===== src/rtl/pbus_pkg.sv =====
package pbus_pkg;

    localparam int NCS      = 2;
    localparam int ON_W     = 4;
    localparam int OFF_W    = 6;
    localparam int TICK_W   = 6;
    localparam int ONOFF_W  = 3 * (ON_W + OFF_W);
    localparam int CYCLE_W  = 28;
    localparam int POL_W    = 4;
    localparam int NSTROBE  = 3;

    localparam logic [1:0] SEL_CS0 = 2'd1;
    localparam logic [1:0] SEL_CS1 = 2'd2;

    // on/off word, first field at bit 0
    typedef struct packed {
        logic [OFF_W-1:0] re_off;
        logic [ON_W-1:0]  re_on;
        logic [OFF_W-1:0] we_off;
        logic [ON_W-1:0]  we_on;
        logic [OFF_W-1:0] cs_off;
        logic [ON_W-1:0]  cs_on;
    } onoff_t;

    typedef struct packed {
        logic [TICK_W-1:0] acc;
        logic [3:0]        rsv;
        logic [TICK_W-1:0] cs_pw;
        logic [TICK_W-1:0] rd_cyc;
        logic [TICK_W-1:0] wr_cyc;
    } cycle_t;

    typedef struct packed {
        logic cs;
        logic we;
        logic re;
        logic a0;
    } pol_t;

    typedef enum logic [1:0] {
        STB_CS = 2'd0,
        STB_WE = 2'd1,
        STB_RE = 2'd2
    } strobe_e;

    // chip-select stop tick with optional pulse-width clip
    function automatic logic [OFF_W-1:0] cs_stop(
        input logic [ON_W-1:0]   on,
        input logic [OFF_W-1:0]  off,
        input logic [TICK_W-1:0] pw
    );
        logic [OFF_W:0] sum;
        sum = {{(OFF_W+1-ON_W){1'b0}}, on} + {1'b0, pw};
        if (pw != '0 && sum < {1'b0, off})
            return sum[OFF_W-1:0];
        return off;
    endfunction

    function automatic logic window_bad(
        input logic [ON_W-1:0]  on,
        input logic [OFF_W-1:0] off
    );
        return off <= {{(OFF_W-ON_W){1'b0}}, on};
    endfunction

    function automatic logic [NSTROBE-1:0] err_flags(input onoff_t w);
        logic [NSTROBE-1:0] e;
        e[STB_CS] = window_bad(w.cs_on, w.cs_off);
        e[STB_WE] = window_bad(w.we_on, w.we_off);
        e[STB_RE] = window_bad(w.re_on, w.re_off);
        return e;
    endfunction

    // a zero cycle length runs as one tick
    function automatic logic [TICK_W:0] eff_len(input logic [TICK_W-1:0] c);
        return (c == '0) ? (TICK_W+1)'(1) : {1'b0, c};
    endfunction

endpackage


===== src/rtl/pbus_window.sv =====
module pbus_window #(
    parameter int ON_W  = 4,
    parameter int OFF_W = 6,
    parameter int T_W   = 6
) (
    input  logic             en,
    input  logic [ON_W-1:0]  on,
    input  logic [OFF_W-1:0] off,
    input  logic [T_W-1:0]   tick,
    output logic             active
);
    localparam int CMP_W = (OFF_W > T_W) ? OFF_W : T_W;

    logic [CMP_W-1:0] on_x, off_x, t_x;

    always_comb begin
        on_x   = CMP_W'(on);
        off_x  = CMP_W'(off);
        t_x    = CMP_W'(tick);
        active = en && (off_x > on_x) && (t_x >= on_x) && (t_x < off_x);
    end
endmodule


===== src/rtl/pbus_tick_seq.sv =====
module pbus_tick_seq #(
    parameter int T_W = 6
) (
    input  logic           clk,
    input  logic           rst,
    input  logic           start,
    input  logic           x2,
    input  logic [T_W:0]   len,
    output logic           busy,
    output logic [T_W-1:0] tick,
    output logic           first,
    output logic           done
);
    logic sub_q;
    logic last_tick;

    assign last_tick = ({1'b0, tick} + (T_W+1)'(1)) == len;
    assign first     = !sub_q;

    always_ff @(posedge clk) begin
        if (rst) begin
            busy  <= 1'b0;
            tick  <= '0;
            sub_q <= 1'b0;
            done  <= 1'b0;
        end else begin
            done <= 1'b0;
            if (!busy) begin
                if (start) begin
                    busy  <= 1'b1;
                    tick  <= '0;
                    sub_q <= 1'b0;
                end
            end else if (x2 && !sub_q) begin
                sub_q <= 1'b1;
            end else begin
                sub_q <= 1'b0;
                if (last_tick) begin
                    busy <= 1'b0;
                    done <= 1'b1;
                    tick <= '0;
                end else begin
                    tick <= tick + T_W'(1);
                end
            end
        end
    end


    tick_bound_chk: assert property (@(posedge clk) disable iff (rst)
        busy |-> ({1'b0, tick} < len));


    done_pulse_chk: assert property (@(posedge clk) disable iff (rst)
        done |=> !done);
endmodule


===== src/rtl/pbus_strobe_timer.sv =====
module pbus_strobe_timer
    import pbus_pkg::*;
(
    input  logic                           clk,
    input  logic                           rst,
    input  logic [1:0]                     cs_sel,
    input  logic [NCS-1:0][ONOFF_W-1:0]    tim_onoff,
    input  logic [NCS-1:0][CYCLE_W-1:0]    tim_cycle,
    input  logic [NCS-1:0]                 tick_x2,
    input  logic [NCS-1:0][POL_W-1:0]      pol,
    input  logic                           req_valid,
    input  logic                           req_write,
    input  logic                           req_a0,
    output logic                           busy,
    output logic [NCS-1:0]                 cs_pin,
    output logic                           we_pin,
    output logic                           re_pin,
    output logic                           a0_pin,
    output logic                           rd_capture,
    output logic                           done,
    output logic [NSTROBE-1:0]             cfg_err
);
    logic              tgt_q, wr_q, a0_q;
    logic              accept;
    logic              first_w;
    logic [TICK_W-1:0] tick_w;
    logic [TICK_W:0]   len_w;
    onoff_t            on_cfg;
    cycle_t            cy_cfg;
    pol_t              pol_cfg;
    logic              unused_rsv;

    logic [NSTROBE-1:0]            stb_en;
    logic [NSTROBE-1:0][ON_W-1:0]  stb_on;
    logic [NSTROBE-1:0][OFF_W-1:0] stb_off;
    logic [NSTROBE-1:0]            stb_act;

    assign accept = req_valid && !busy && (cs_sel == SEL_CS0 || cs_sel == SEL_CS1);

    always_ff @(posedge clk) begin
        if (rst) begin
            tgt_q <= 1'b0;
            wr_q  <= 1'b0;
            a0_q  <= 1'b0;
        end else if (accept) begin
            tgt_q <= (cs_sel == SEL_CS1);
            wr_q  <= req_write;
            a0_q  <= req_a0;
        end
    end

    assign on_cfg     = onoff_t'(tim_onoff[tgt_q]);
    assign cy_cfg     = cycle_t'(tim_cycle[tgt_q]);
    assign pol_cfg    = pol_t'(pol[tgt_q]);
    assign unused_rsv = ^cy_cfg.rsv;
    assign len_w      = eff_len(wr_q ? cy_cfg.wr_cyc : cy_cfg.rd_cyc);

    pbus_tick_seq #(.T_W(TICK_W)) u_seq (
        .clk   (clk),
        .rst   (rst),
        .start (accept),
        .x2    (tick_x2[tgt_q]),
        .len   (len_w),
        .busy  (busy),
        .tick  (tick_w),
        .first (first_w),
        .done  (done)
    );

    always_comb begin
        stb_on[STB_CS]  = on_cfg.cs_on;
        stb_off[STB_CS] = cs_stop(on_cfg.cs_on, on_cfg.cs_off, cy_cfg.cs_pw);
        stb_en[STB_CS]  = busy;
        stb_on[STB_WE]  = on_cfg.we_on;
        stb_off[STB_WE] = on_cfg.we_off;
        stb_en[STB_WE]  = busy && wr_q;
        stb_on[STB_RE]  = on_cfg.re_on;
        stb_off[STB_RE] = on_cfg.re_off;
        stb_en[STB_RE]  = busy && !wr_q;
    end

    for (genvar g = 0; g < NSTROBE; g++) begin : g_win
        pbus_window #(.ON_W(ON_W), .OFF_W(OFF_W), .T_W(TICK_W)) u_win (
            .en     (stb_en[g]),
            .on     (stb_on[g]),
            .off    (stb_off[g]),
            .tick   (tick_w),
            .active (stb_act[g])
        );
    end

    for (genvar c = 0; c < NCS; c++) begin : g_cs
        pol_t pc;
        assign pc        = pol_t'(pol[c]);
        assign cs_pin[c] = (stb_act[STB_CS] && (tgt_q == 1'(c))) ^ !pc.cs;
    end

    assign we_pin     = stb_act[STB_WE] ^ !pol_cfg.we;
    assign re_pin     = stb_act[STB_RE] ^ !pol_cfg.re;
    assign a0_pin     = (busy && a0_q) ^ pol_cfg.a0;
    assign rd_capture = busy && !wr_q && first_w && (tick_w == cy_cfg.acc);
    assign cfg_err    = err_flags(onoff_t'(tim_onoff[cs_sel == SEL_CS1]));


    we_re_excl_chk: assert property (@(posedge clk) disable iff (rst)
        !(stb_act[STB_WE] && stb_act[STB_RE]));


    cs_in_busy_chk: assert property (@(posedge clk) disable iff (rst)
        stb_act[STB_CS] |-> busy);


    done_after_busy_chk: assert property (@(posedge clk) disable iff (rst)
        done |-> $past(busy));


    capture_single_chk: assert property (@(posedge clk) disable iff (rst)
        rd_capture |=> !rd_capture);
endmodule


===== config.mk =====
export PLATFORM = sky130hd
export DESIGN_NAME = pbus_strobe_timer
export DESIGN_NICKNAME = d
export VERILOG_FILES = /design/src/rtl/pbus_pkg.sv /design/src/rtl/pbus_window.sv /design/src/rtl/pbus_tick_seq.sv /design/src/rtl/pbus_strobe_timer.sv
export SDC_FILE = /design/constraint.sdc
export NUM_CORES = 1
export LEC_CHECK = 0
export BUFFER_PORTS_ARGS = -buffer_cell sky130_fd_sc_hd__buf_4
export CAP_MARGIN = 20
export CORE_MARGIN = 2
export CORE_UTILIZATION = 40
export CTS_BUF_LIST = sky130_fd_sc_hd__clkbuf_8
export DETAILED_ROUTE_END_ITERATION = 8
export PLACE_DENSITY = 0.68
export SLEW_MARGIN = 25
export SYNTH_ARGS = -nofsm -noshare
export SYNTH_HDL_FRONTEND = slang
export SYNTH_HIERARCHICAL = 1
export SYNTH_SLANG_ARGS = --single-unit
export TNS_END_PERCENT = 20

===== constraint.sdc =====
create_clock -name clk -period 8.95 [get_ports clk]
set_input_delay 1.79 -clock clk [delete_from_list [all_inputs] [get_ports clk]]
set_output_delay 1.79 -clock clk [all_outputs]
set_load 0.01 [all_outputs]

==> results.md, run 1 <==
- The flow ran to the end, and the final reports show no timing, DRC or antenna violations.
- Wires add up to 9370 um.
- The CTS tree is built.
- The critical path is of the in2out type.
- At the end of routability-driven placement, the weighted congestion stood at 0.845.
- From left edge to right edge, the die measures 98.8 um.
- For the worst-skew pair, the clock arrives at the later sink with an insertion delay of 240 ps.
- The first-pass detailed-route iteration total is 4.
- The number of hold buffers added after CTS is 0.
- The number of antenna violations at the first check in global routing is 0.
- The count of nets left with antenna violations once routing finished came out at 0.
- The endpoint kind of the worst setup timing path is an output pin.
- The count of endpoints failing hold in the final timing report is 0.
- Based on the critical path, the design can be clocked at up to 123 MHz.
- The worst setup skew after layout is 1.65 ps.
- For the worst setup path, the data required time is 7160 ps.
- The sequential cell area fraction in the yosys report is 6.69%.
- The Yosys step of the flow raised 6 warnings.
- The floorplan step defined a die boundary enclosing 9750 sq um.
- The post-detailed-route via-to-cell ratio is 5.47.
- The number of enable flip-flop cells after synthesis is 0.
- Sorting the synthesized cells by how often they occur yields ha_1 (62), inv_1 (43), mux2_2 (41).
- The wire length of the first global-routing pass is 15300 um.
- The kind of path behind the tightest hold check is reg2reg.
- The worst supply voltage drop on vdd is 0.0451 mV.
- At the pin with the least slew margin, the transition time is 748 ps.
- The worst setup path is launched from an input port.
- The total setup buffers inserted after CTS is 0.
- Headroom to the max-slew limit came out at 50.0%.
- After filler insertion, the fill cell instance count of the layout stands at 825.
- The part of the cycle the worst path needs is 91.2%.
- The remaining routing DRC violations is 0.
- The clock period could shrink to 8160 ps.
- The count of buffers added on input and output ports is 135.
- The final hold slack is 504 ps.
- Yosys mapped the design onto 58 distinct sky130hd cell types.
- The post-placement worst setup slack is 809 ps.
- The share of synthesized flip-flops with an asynchronous set or reset is 0%.
- Of all nets on the critical path, the largest fanout is 6.
- The number of core rows is 34.
- With fillers left out, the area of the finished cells amounts to 4760 sq um.
- The synthesized netlist occupies a cell area of 3590 sq um.
- The clock slew seen by the registers of the worst setup and hold paths is 50 ps.
- The largest total area in the synthesized netlist belongs to ha_1.
- The region available for standard cell placement spans 8720 sq um.
- The cell with the most instances after synthesis is ha_1.
- Global routing finished with a remaining overflow of 0.
- The maximum number of buffers from clock root to sink is 2.
- In this run the critical register-to-register path is captured at u_seq/tick[0]$_SDFFE_PP0P_.
- The prevailing post-synth register cell is dfxtp_1.
- Setup repair after global routing left no endpoint under its margin.
- The layout overhead on the synthesized area is 32.5%.
- The detailed router finished its first iteration with 102 violations.
- The depth of the worst register-to-register path is 10.
- For flop-to-flop paths, the worst setup slack is 5250 ps.
- CTS built an H-tree with a depth of 1.
- The die is 98.8 um tall.
- The master of the slowest instance on the critical path is a221o_1.
- Averaged over all synthesized cells, the footprint is 8.78 sq um.
- The CTS buffer count is 3.
- Detailed routing inserted a total of 3547 vias.
- The clock sink total is 12.
- The placed instances occupy a cell area of 4700 sq um.
- Once the clock tree was built, the resizer swapped 0 gates to a different size.
- The initial core utilization is 41.2%.
- The origin of the worst min-delay path is a0_q$_SDFFE_PP0P_.
- For the worst setup path, the data arrival time is 6370 ps.
- The number of max-slew violations in the final report is 0.
- The number of instances in the synthesized netlist is 409.
- Entering global routing, the biggest net connects 40 pins.
- The startpoint of the lowest-slack register-to-register path is tgt_q$_SDFFE_PP0P_.
- In this run the worst setup path terminates at cs_pin[0].
- In the final design database the tool counted 738 nets.
- Setup violations remaining at the end of the flow were counted as 0.
- The cell leakage power is 2.24 nW.
- 0 antenna diodes ended up in the layout.
- The post-detailed-placement half-perimeter wirelength is 7890 um.
- The signal on the critical path passes through buf_4, mux2_2, ha_1, inv_1, fa_1, nor2b_1, o21ai_0, nand2b_1, xor2_1, inv_1, ha_1, nand4_1, a211oi_1, a311o_1, a221o_1, mux2i_1, inv_1, ha_1, nand2_1, o2111ai_1, nor4b_2, nor2b_1, xnor2_1, buf_4.
- The detailed-route wire length per cell is 14.4 um.
- The largest single stage delay on the critical path is 420 ps.
- Yosys attributes the largest share of cell area to ha_1 (22%), mux2_2 (13%), mux2i_1 (10%), dfxtp_1 (6.7%), inv_1 (4.5%).
- The count of state elements after synthesis is 12.
- The areal power density over the cells is 74.7 nW/um^2.
- The share of the synthesized area in the top cell type is 21.6%.
- The most critical setup path has its startpoint at tim_onoff[0].
- In the post-route analysis, the smallest setup slack over all paths is 787 ps.
- The number of max-capacitance violations reported is 0.
- The total global routing track utilization is 18.4%.
- For this design the top-level I/O count stands at 144.
- The finished layout holds 649 standard cells, fillers aside.
- The post-route netlist has 39.7% of its cells at a drive strength greater than 1.
- The number of cells in the design after placement is 645.
- The number of global-route vias before repair was 3500.
- The cell sitting at the root of the clock tree is a clkbuf_8.
- Summed over all failing endpoints, the final setup total negative slack is 0 ps.
area by class of cell:
| class | instances | area (sq um) | share of cell area, % |
|---|---|---|---|
| Clock buffer | 4 | 55.1 | 1.16 |
| Inverter | 43 | 161 | 3.39 |
| Multi-Input combinational cell | 345 | 3140 | 65.9 |
| Sequential cell | 12 | 241 | 5.07 |
| Tap cell | 108 | 135 | 2.84 |
| Timing Repair Buffer | 137 | 1030 | 21.6 |
routing by layer:
layer / global-route usage (%) / vias to the layer above / share of wire (%)
met5: 0 / - / 0
met4: 4.00 / 0 / 0.59
met3: 1.49 / 6 / 4.0
met2: 35.1 / 91 / 53
met1: 22.4 / 1665 / 43
li1: - / 1785 / -
power by group:
group / internal, mW / switching, mW / total [mW] / leakage, nW
Clock: 0.0389 / 0.0201 / 0.0590 / 0.0288
Sequential: 0.0552 / 0.00534 / 0.0605 / 0.0977
Combinational: 0.128 / 0.108 / 0.236 / 2.11
worst min path at each step:
stage,end,cells after the start
5_1_grt,u_seq/sub_q$_SDFFE_PP0P_,2
3_3_place_gp,a0_q$_SDFFE_PP0P_,2
4_1_cts,a0_q$_SDFFE_PP0P_,2
6_report,a0_q$_SDFFE_PP0P_,2
3_5_place_dp,a0_q$_SDFFE_PP0P_,2
2_1_floorplan,a0_q$_SDFFE_PP0P_,2
registers in the layout, summed over array words and instances (netlist names):
signal,count
u_seq/busy,1
u_seq/tick,6
tgt_q,1
a0_q,1
u_seq/done,1
wr_q,1
u_seq/sub_q,1
through the flow:
step                util (%)  power (mW)
finish                  54.6       0.355
global route            54.6       0.390
CTS                     54.6       0.358
detailed placement      53.9       0.298
global placement        53.9       0.290
floorplan                  -       0.219
layout by cell type (no fill, tap or decap), types with 10 or more instances in the layout:
| cell | netlist | final |
|---|---|---|
| a21oi_1 | 17 | 17 |
| buf_4 | 1 | 137 |
| dfxtp_1 | 12 | 11 |
| ha_1 | 62 | 62 |
| inv_1 | 43 | 43 |
| mux2_2 | 41 | 41 |
| mux2i_1 | 37 | 37 |
| nand2_1 | 17 | 17 |
| nand4_1 | 11 | 11 |
| nor2_1 | 16 | 16 |
| nor3_1 | 10 | 10 |
| xor2_1 | 15 | 15 |
kinds of logic after synthesis:
logic type / synth area share (%)
flip-flops: 6.69
other: 0.104
AND/OR/NAND/NOR: 16.9
XOR/XNOR: 5.85
buffers and inverters: 6.41
AO/OA/AOI/OAI: 14.6
multiplexers: 27.3
adder cells (fa/ha/maj): 22.2
critical path: cells and delay by family:
kind	cells	cell delay, ps
xor+xnor	2	330
buf+inv	5	430
simple gates	6	1000
compound gates	5	1000
fa+ha+maj	4	1210
mux	2	590
Note: power is estimated with default switching activity, not from simulation.
==> inputs of run 2 (changes only) <==
Settings changed: CAP_MARGIN 20 to 25, CORE_ASPECT_RATIO from default to 1.1.
==> run 2 against run 1 <==
Largest power group unchanged; sequential power hardly changed; non-clock buffer count stayed put; cell area is 0.13% lower; first-iteration DRC count is 41% lower; utilization is 0.46 points lower; combinational power hardly changed; clock-buffer cell count is 1 lower.
==> results.md, run 2 (same netlist as run 1, synthesis figures left out) <==
- The first detailed-routing pass took 4 iterations.
- The worst register-to-register path ends at u_seq/tick[0]$_SDFFE_PP0P_.
- The post-place instance area is 4710 sq um.
- The switching power of the nets is 0.131 mW.
- The endpoint kind of the worst setup timing path is an output pin.
- Detailed routing inserted a total of 3504 vias.
- Entering global routing, the biggest net connects 37 pins.
- Cell internal power was estimated by the tool at 0.212 mW.
- The worst-case IR drop observed on VDD is 0.0460 mV.
- The count of buffers added on input and output ports is 135.
- In this run the vertical extent of the chip is 103 um.
- More flip-flops sit in one register than any other, and that register is u_seq/tick.
- The part of the power in combinational logic is 68.4%.
- Row generation in the floorplan step produced 36 rows.
- In the routed layout, each cell is associated on average with a via count of 5.36.
- In the global route stage, overall resource usage came out at 19.2%.
- The worst pin sits at a relative slew slack of 48.9%.
- The core occupancy in the finished layout is 54.1%.
- 0 antenna diodes ended up in the layout.
- The areal power density over the cells is 72.3 nW/um^2.
- The signal on the critical path passes through buf_4, mux2i_1, inv_1, ha_1, a211o_1, a21oi_1, nor2_1, xor2_1, inv_1, ha_1, nand4_1, a211oi_1, a311o_1, a221o_1, mux2i_1, inv_1, ha_1, nand2_1, o2111ai_1, nor4b_2, nor2b_1, xnor2_1, buf_4.
- The startpoint of the lowest-slack register-to-register path is tgt_q$_SDFFE_PP0P_.
- Compared with the post-synthesis result, the final layout area differs by 32.3%.
- The remaining routing DRC violations is 0.
- The first global-routing pass estimated 15200 um of wire.
- At the end of routability-driven placement, the weighted congestion stood at 0.851.
- The data arrival time at the worst-slack endpoint is 6280 ps.
- The number of DRC markers in iteration 0 is 60.
- Setup slack on the worst reg-to-reg path comes out at 5210 ps.
- The CTS buffer count is 3.
- For this design the top-level I/O count stands at 144.
- STA classifies the critical path startpoint as an input port.
- Of the total power, the clock network draws 13.9%.
- The final layout net count is 738.
- The flip-flop count of the largest register, all copies and words added is 6.
- The worst hold path cell count is 2.
- After clock tree synthesis, the clock-pin slew on the worst setup and hold paths is 50 ps.
- The number of max-slew violations in the final report was 0.
- The source-to-sink clock delay at the later pin of the worst-skew pair is 240 ps.
- The most common library cell in the layout ignoring fill and taps is buf_4.
- Of the total power, registers draw 17.7%.
- The type of the worst setup path is in2out.
- The final setup violation count is 0.
- The number of antenna violations at the first check in global routing is 0.
- TritonCTS built the clock tree.
- On the critical path, the stage with the largest delay is an instance of a221o_1.
- For this block, wires on met1 add up to 4230 um.
- The final global-route overflow total is 0.
- The area of all placed cells without fillers is 4750 sq um.
- The worst path uses 90.2% of the clock period.
- The number of global-route vias before repair is 3431.
- For the pin with the worst max-slew slack, the measured transition is 765 ps.
- Detailed routing placed a total of 4860 um of wire on met2.
- The kind of path behind the tightest hold check is reg2reg.
- The count of cells resized by post-cts repair is 0.
- The origin of the worst min-delay path is u_seq/sub_q$_SDFFE_PP0P_.
- In this run the horizontal extent of the chip is 94.4 um.
- The minimum clock period after layout is 8070 ps.
- In this run the static leakage power is 2.23 nW.
- The antenna violation net count after detailed routing is 0.
- The number of cells in the design after placement is 651.
- The post-route netlist has 39.6% of its cells at a drive strength greater than 1.
- The worst stage delay on the critical path is 410 ps.
- The critical-path maximum fanout is 6.
- For this run, the top clock speed supported by timing is 124 MHz.
- The area of the die is 9760 sq um.
- The total setup buffers inserted after CTS is 0.
- The worst hold path terminates at u_seq/sub_q$_SDFFE_PP0P_.
- The final routed wirelength across all metal layers is 9680 um.
- The area inside the core boundary is 8780 sq um.
- The maximum number of buffers from clock root to sink is 2.
- The count of endpoints failing hold in the final timing report is 0.
- Setup repair after global routing left no endpoint under its margin.
- The post-detailed-placement half-perimeter wirelength is 8060 um.
- The clock arrives with 0.915 ps of skew.
- The final sum of negative setup slack is 0 ps.
- The library cells used most frequently in the layout, excluding fill and tap cells, are buf_4 (137), ha_1 (62), inv_1 (43), mux2_2 (41), mux2i_1 (37).
- The clock sink total is 12.
- Net switching is 38.2% of the power.
- The number of hold buffers added after CTS was 0.
- The level count of the clock H-tree is 1.
- The highest metal layer carrying signal wires in the routed design is met4.
- Dividing the detail-routed wire length by the instance count gives 14.8 um.
- The number of standard cells in the final layout excluding fillers is 654.
- The initial core utilization is 40.9%.
- The cell sitting at the root of the clock tree is a clkbuf_8.
- Across the run, the number of max-cap violations was 0.
- The worst register-to-register path has a depth of 10.
- The run finished with clean final reports.
- After detailed routing, the met3 layer carries 502 um of wire.
- At the worst endpoint, the required time is 7160 ps.
==> run 2: cell types whose count changed in the layout (fill, tap and decap cells not counted) <==
cell      previous run  this run
clkbuf_8             4         3
==> run 2: through the flow <==
step / total power, mW / hold slack (ps) / worst slack, ps
3_3_place_gp: 0.291 / 502 / 913
2_1_floorplan: 0.219 / 460 / 1560
3_5_place_dp: 0.298 / 484 / 850
4_1_cts: 0.348 / 511 / 826
6_report: 0.344 / 513 / 877
5_1_grt: 0.377 / 551 / 379
==> run 2: power groups by stage <==
stage,sequential [mW],combinational [mW],clock (mW)
2_1_floorplan,0.0586,0.160,0
3_3_place_gp,0.0619,0.229,0
3_5_place_dp,0.0619,0.236,0
4_1_cts,0.0608,0.237,0.0496
5_1_grt,0.0612,0.264,0.0518
6_report,0.0608,0.235,0.0479
==> run 2: layout make-up <==
cell class | instances | area [sq um]
Fill cell | 845 | 4030
Multi-Input combinational cell | 345 | 3140
Timing Repair Buffer | 137 | 1030
Sequential cell | 12 | 241
Inverter | 43 | 161
Tap cell | 114 | 143
Clock buffer | 3 | 41.3
==> run 2: metal layers <==
metal | vias to the layer above | GRT usage (%)
met5 | - | 0
met4 | 0 | 3.68
met3 | 7 | 1.09
met2 | 108 | 36.2
met1 | 1613 | 24.4
li1 | 1776 | -
==> run 2: worst max-delay path: cells and delay by family <==
kind | cells | cell delay [ps]
compound gates | 6 | 1320
fa+ha+maj | 3 | 930
simple gates | 5 | 810
mux | 2 | 580
buf+inv | 5 | 510
xor+xnor | 2 | 330
==> run 2: worst max path at each step <==
stage                      endpoint          start
final                     cs_pin[0]  tim_onoff[31]
after global routing      cs_pin[0]  tim_onoff[31]
after CTS                 cs_pin[0]  tim_onoff[31]
after detailed placement  cs_pin[0]  tim_onoff[31]
after global placement    cs_pin[0]   tim_onoff[0]
after floorplan           cs_pin[0]  tim_onoff[31]
==> inputs of run 3 (changes only) <==
Settings changed: ABC_AREA from default to 1, PLACE_DENSITY 0.68 to 0.67.
==> run 3 against run 2 <==
Sequential power is 8.1% higher; cell area grew 5.1%; final cell count is 44% higher; clock-buffer cell count unchanged; routed wire length up 15%; critical path depth grew 4; power up 32%; first-iteration DRC count grew to 3.2 times the previous value; hold slack got worse by 34 ps; clock skew up 2.9 ps; largest cell class unchanged; clock power decreased by 0.8%; critical path type unchanged; largest power group unchanged.
==> results.md, run 3 <==
- Summed over all layers, the global routing overflow is 0.
- For this design the static power due to leakage is 2.90 nW.
- Counting instances, the worst hold path has a depth of 2.
- The worst hold path terminates at a0_q$_SDFFE_PP0P_.
- TritonCTS built the clock tree.
- Based on the critical path, the design can be clocked at up to 124 MHz.
- The share of synthesized flip-flops with an asynchronous set or reset is 0%.
- The detailed router finished its first iteration with 192 violations.
- At the worst endpoint, the required time is 7160 ps.
- The region available for standard cell placement spans 9400 sq um.
- The initial core utilization is 41.4%.
- The worst pin sits at a relative slew slack of 36.7%.
- The number of global-route vias before repair is 4442.
- The post-synthesis cell type with the largest combined area is nand2_1.
- The number of top-level design ports is 144.
- The most critical setup path has its startpoint at tim_onoff[0].
- The number of hold buffers added after CTS is 0.
- The number of instances in the synthesized netlist is 704.
- The first-pass detailed-route iteration total is 4.
- For this run, the total global-route usage over all layers was measured as 20.3%.
- The layout overhead on the synthesized area is 28.3%.
- The final layout net count is 1024.
- CTS placed an instance of clkbuf_8 at the clock tree root.
- The worst setup skew after layout is 3.82 ps.
- The critical path startpoint category is an input port.
- The register with the most flip-flops in the layout has 6 of them.
- In this run the biggest area consumer among cell types represents 23.6% of the synthesized area.
- Entering global routing, the biggest net connects 60 pins.
- The antenna diode instance count is 0.
- The final routed wirelength across all metal layers is 11200 um.
- In this run the post-CTS setup repair buffer count came out at 0.
- The netlist uses 37 different library cells.
- Among all flip-flop cells after synthesis, the most frequent one is dfxtp_1.
- The weighted congestion at the end of routability-driven global placement is 0.939.
- Measured on the finished design, the core utilization comes to 53.2%.
- The maximum number of buffers from clock root to sink is 2.
- The clock sink total is 12.
- Across the run, the number of max-cap violations was 0.
- The level count of the clock H-tree is 1.
- The post-detailed-placement half-perimeter wirelength is 9250 um.
- The clock period could shrink to 8090 ps.
- From bottom edge to top edge, the die measures 107 um.
- The fill cell instance count of the final layout is 1002.
- The kind of path behind the tightest hold check is reg2reg.
- The most common library cell in the layout ignoring fill and taps is nand2_1.
- The critical-path maximum fanout is 6.
- At the pin with the least slew margin, the transition time is 950 ps.
- The run finished with clean final reports.
- The final sum of negative setup slack is 0 ps.
- The fraction of layout cells with a size suffix above 1 is 21.5%.
- The synthesized area is 3890 sq um.
- The count of endpoints failing hold in the final timing report was 0.
- The cell with the most instances after synthesis is nand2_1.
- In this run the remaining antenna-violating nets after routing total 0.
- In this run the register-to-register setup slack is 6050 ps.
- The part of the cycle the worst path needs is 90.4%.
- The number of core rows is 37.
- Counting flops with a built-in enable in the synthesized netlist gives 0.
- The total of warnings raised by yosys is 6.
- The number of max-slew violations in the final report came to 0.
- By area the synthesized netlist is led by nand2_1 (24%), ha_1 (20%), inv_1 (11%), o21ai_0 (7.7%), dfxtp_1 (6.2%).
- The area taken by flip-flops and latches is 241 sq um.
- In the layout the commonest cells are nand2_1 (245), buf_4 (137), inv_1 (119), ha_1 (62), o21ai_0 (60).
- The detailed-route wire length per cell is 11.9 um.
- After clock tree synthesis, the clock-pin slew on the worst setup and hold paths is 50 ps.
- Summing the sequential cell areas from Yosys gives 6.17% of the chip area.
- The setup path with the least slack is of type in2out.
- The mean post-synth cell area is 5.53 sq um.
- The origin of the worst min-delay path is a0_q$_SDFFE_PP0P_.
- Summing over every cut layer, the via total after detailed routing is 4638.
- The number of port buffers is 135.
- The startpoint identified for the worst register-to-register timing path is tgt_q$_SDFFE_PP0P_.
- The combined area of the multi-input logic cells is 3050 sq um.
- The depth of the worst register-to-register path is 13.
- The endpoint kind of the worst setup timing path is an output pin.
- The chip width is 98.1 um.
- The die covers 10500 sq um.
- u_seq/tick holds more flip-flops than any other register.
- VDD sags by at most 0.0876 mV.
- After synthesis the netlist holds a flip-flop and latch count of 12.
- The capture point of the worst reg-to-reg path is u_seq/tick[0]$_SDFFE_PP0P_.
- The number of antenna violations at the first check in global routing is 0.
- The CTS buffer count is 3.
- By count the netlist is led by nand2_1 (245), inv_1 (119), ha_1 (62).
- After detailed routing, the number of remaining DRC violations is 0.
- Dividing the detail-routed via count by the number of cells gives 4.92.
- The first global-routing pass estimated 18400 um of wire.
- For this design the ratio of total power to cell area is 90.5 nW/um^2.
- Setup repair after global routing left no endpoint under its margin.
- The source-to-sink clock delay at the later pin of the worst-skew pair is 240 ps.
- The final setup violation count is 0.
- The count of cells resized by post-cts repair is 0.
- STA puts the critical path data arrival time at 6300 ps.
[run 3: per-stage QoR]
step / setup WS [ps] / cell area [sq um] / hold WS (ps) / cells / total power, mW
2_1_floorplan: 1940 / 3900 / 435 / 705 / 0.303
3_3_place_gp: 1160 / 4950 / 447 / 940 / 0.392
3_5_place_dp: 980 / 4950 / 471 / 940 / 0.406
4_1_cts: 963 / 5000 / 479 / 943 / 0.455
5_1_grt: 540 / 5000 / 513 / 943 / 0.507
6_report: 858 / 5000 / 479 / 943 / 0.452
[run 3: critical path, stage by stage]
cell	delay (ps)
buf_4	80
inv_1	30
o21ai_0	550
ha_1	320
inv_1	70
fa_1	400
nand3b_1	180
nand2_1	120
xnor2_1	130
inv_1	80
ha_1	310
a21o_1	170
a21oi_1	230
nand3_2	140
nor2_4	150
nand2_1	70
nand2_1	90
inv_1	50
ha_1	290
a21oi_1	160
nor2_1	60
nor2_1	80
o21ai_0	100
nor2_1	210
nand2_1	90
xor2_1	180
buf_4	140
[run 3: where the power goes]
part / internal, mW / switching (mW) / leakage (nW)
logic: 0.148 / 0.190 / 2.78
registers: 0.0557 / 0.00993 / 0.0978
clock network: 0.0295 / 0.0180 / 0.0216
[run 3: how the worst max path moves through the flow]
stage | slack (ps) | to
6_report | 860 | cs_pin[1]
3_5_place_dp | 980 | cs_pin[0]
2_1_floorplan | 1940 | cs_pin[0]
5_1_grt | 540 | cs_pin[0]
3_3_place_gp | 1160 | cs_pin[0]
4_1_cts | 960 | cs_pin[0]
[run 3: cell families (layout without fill, tap and decap cells)]
logic type                 count (synthesis)  in the layout  share of synthesized area, %
AOI/OAI and AO/OA                        105            105                          14.8
xor gates and xnor gates                  13             13                          2.92
adders and majority gates                 63             63                          20.4
buffers and inverters                    149            270                          15.6
DFF                                       12             12                          6.17
other                                      1              2                        0.0963
and+or+nand+nor                          361            361                          40.0
[run 3: final cells by class]
cell class	instances	area share, %
inverter	130	9.77
tap	117	2.93
multi-input combinational	544	61.1
sequential	12	4.83
clock buffer	3	0.826
timing repair buffer	137	20.6
[run 3: routing by layer]
layer	vias to the layer above	part of all wire (%)	global-route usage [%]
li1	2454	-	-
met1	2090	43	23.9
met2	86	53	40.3
met3	8	3.3	1.75
met4	0	0.85	3.08
met5	-	0	0
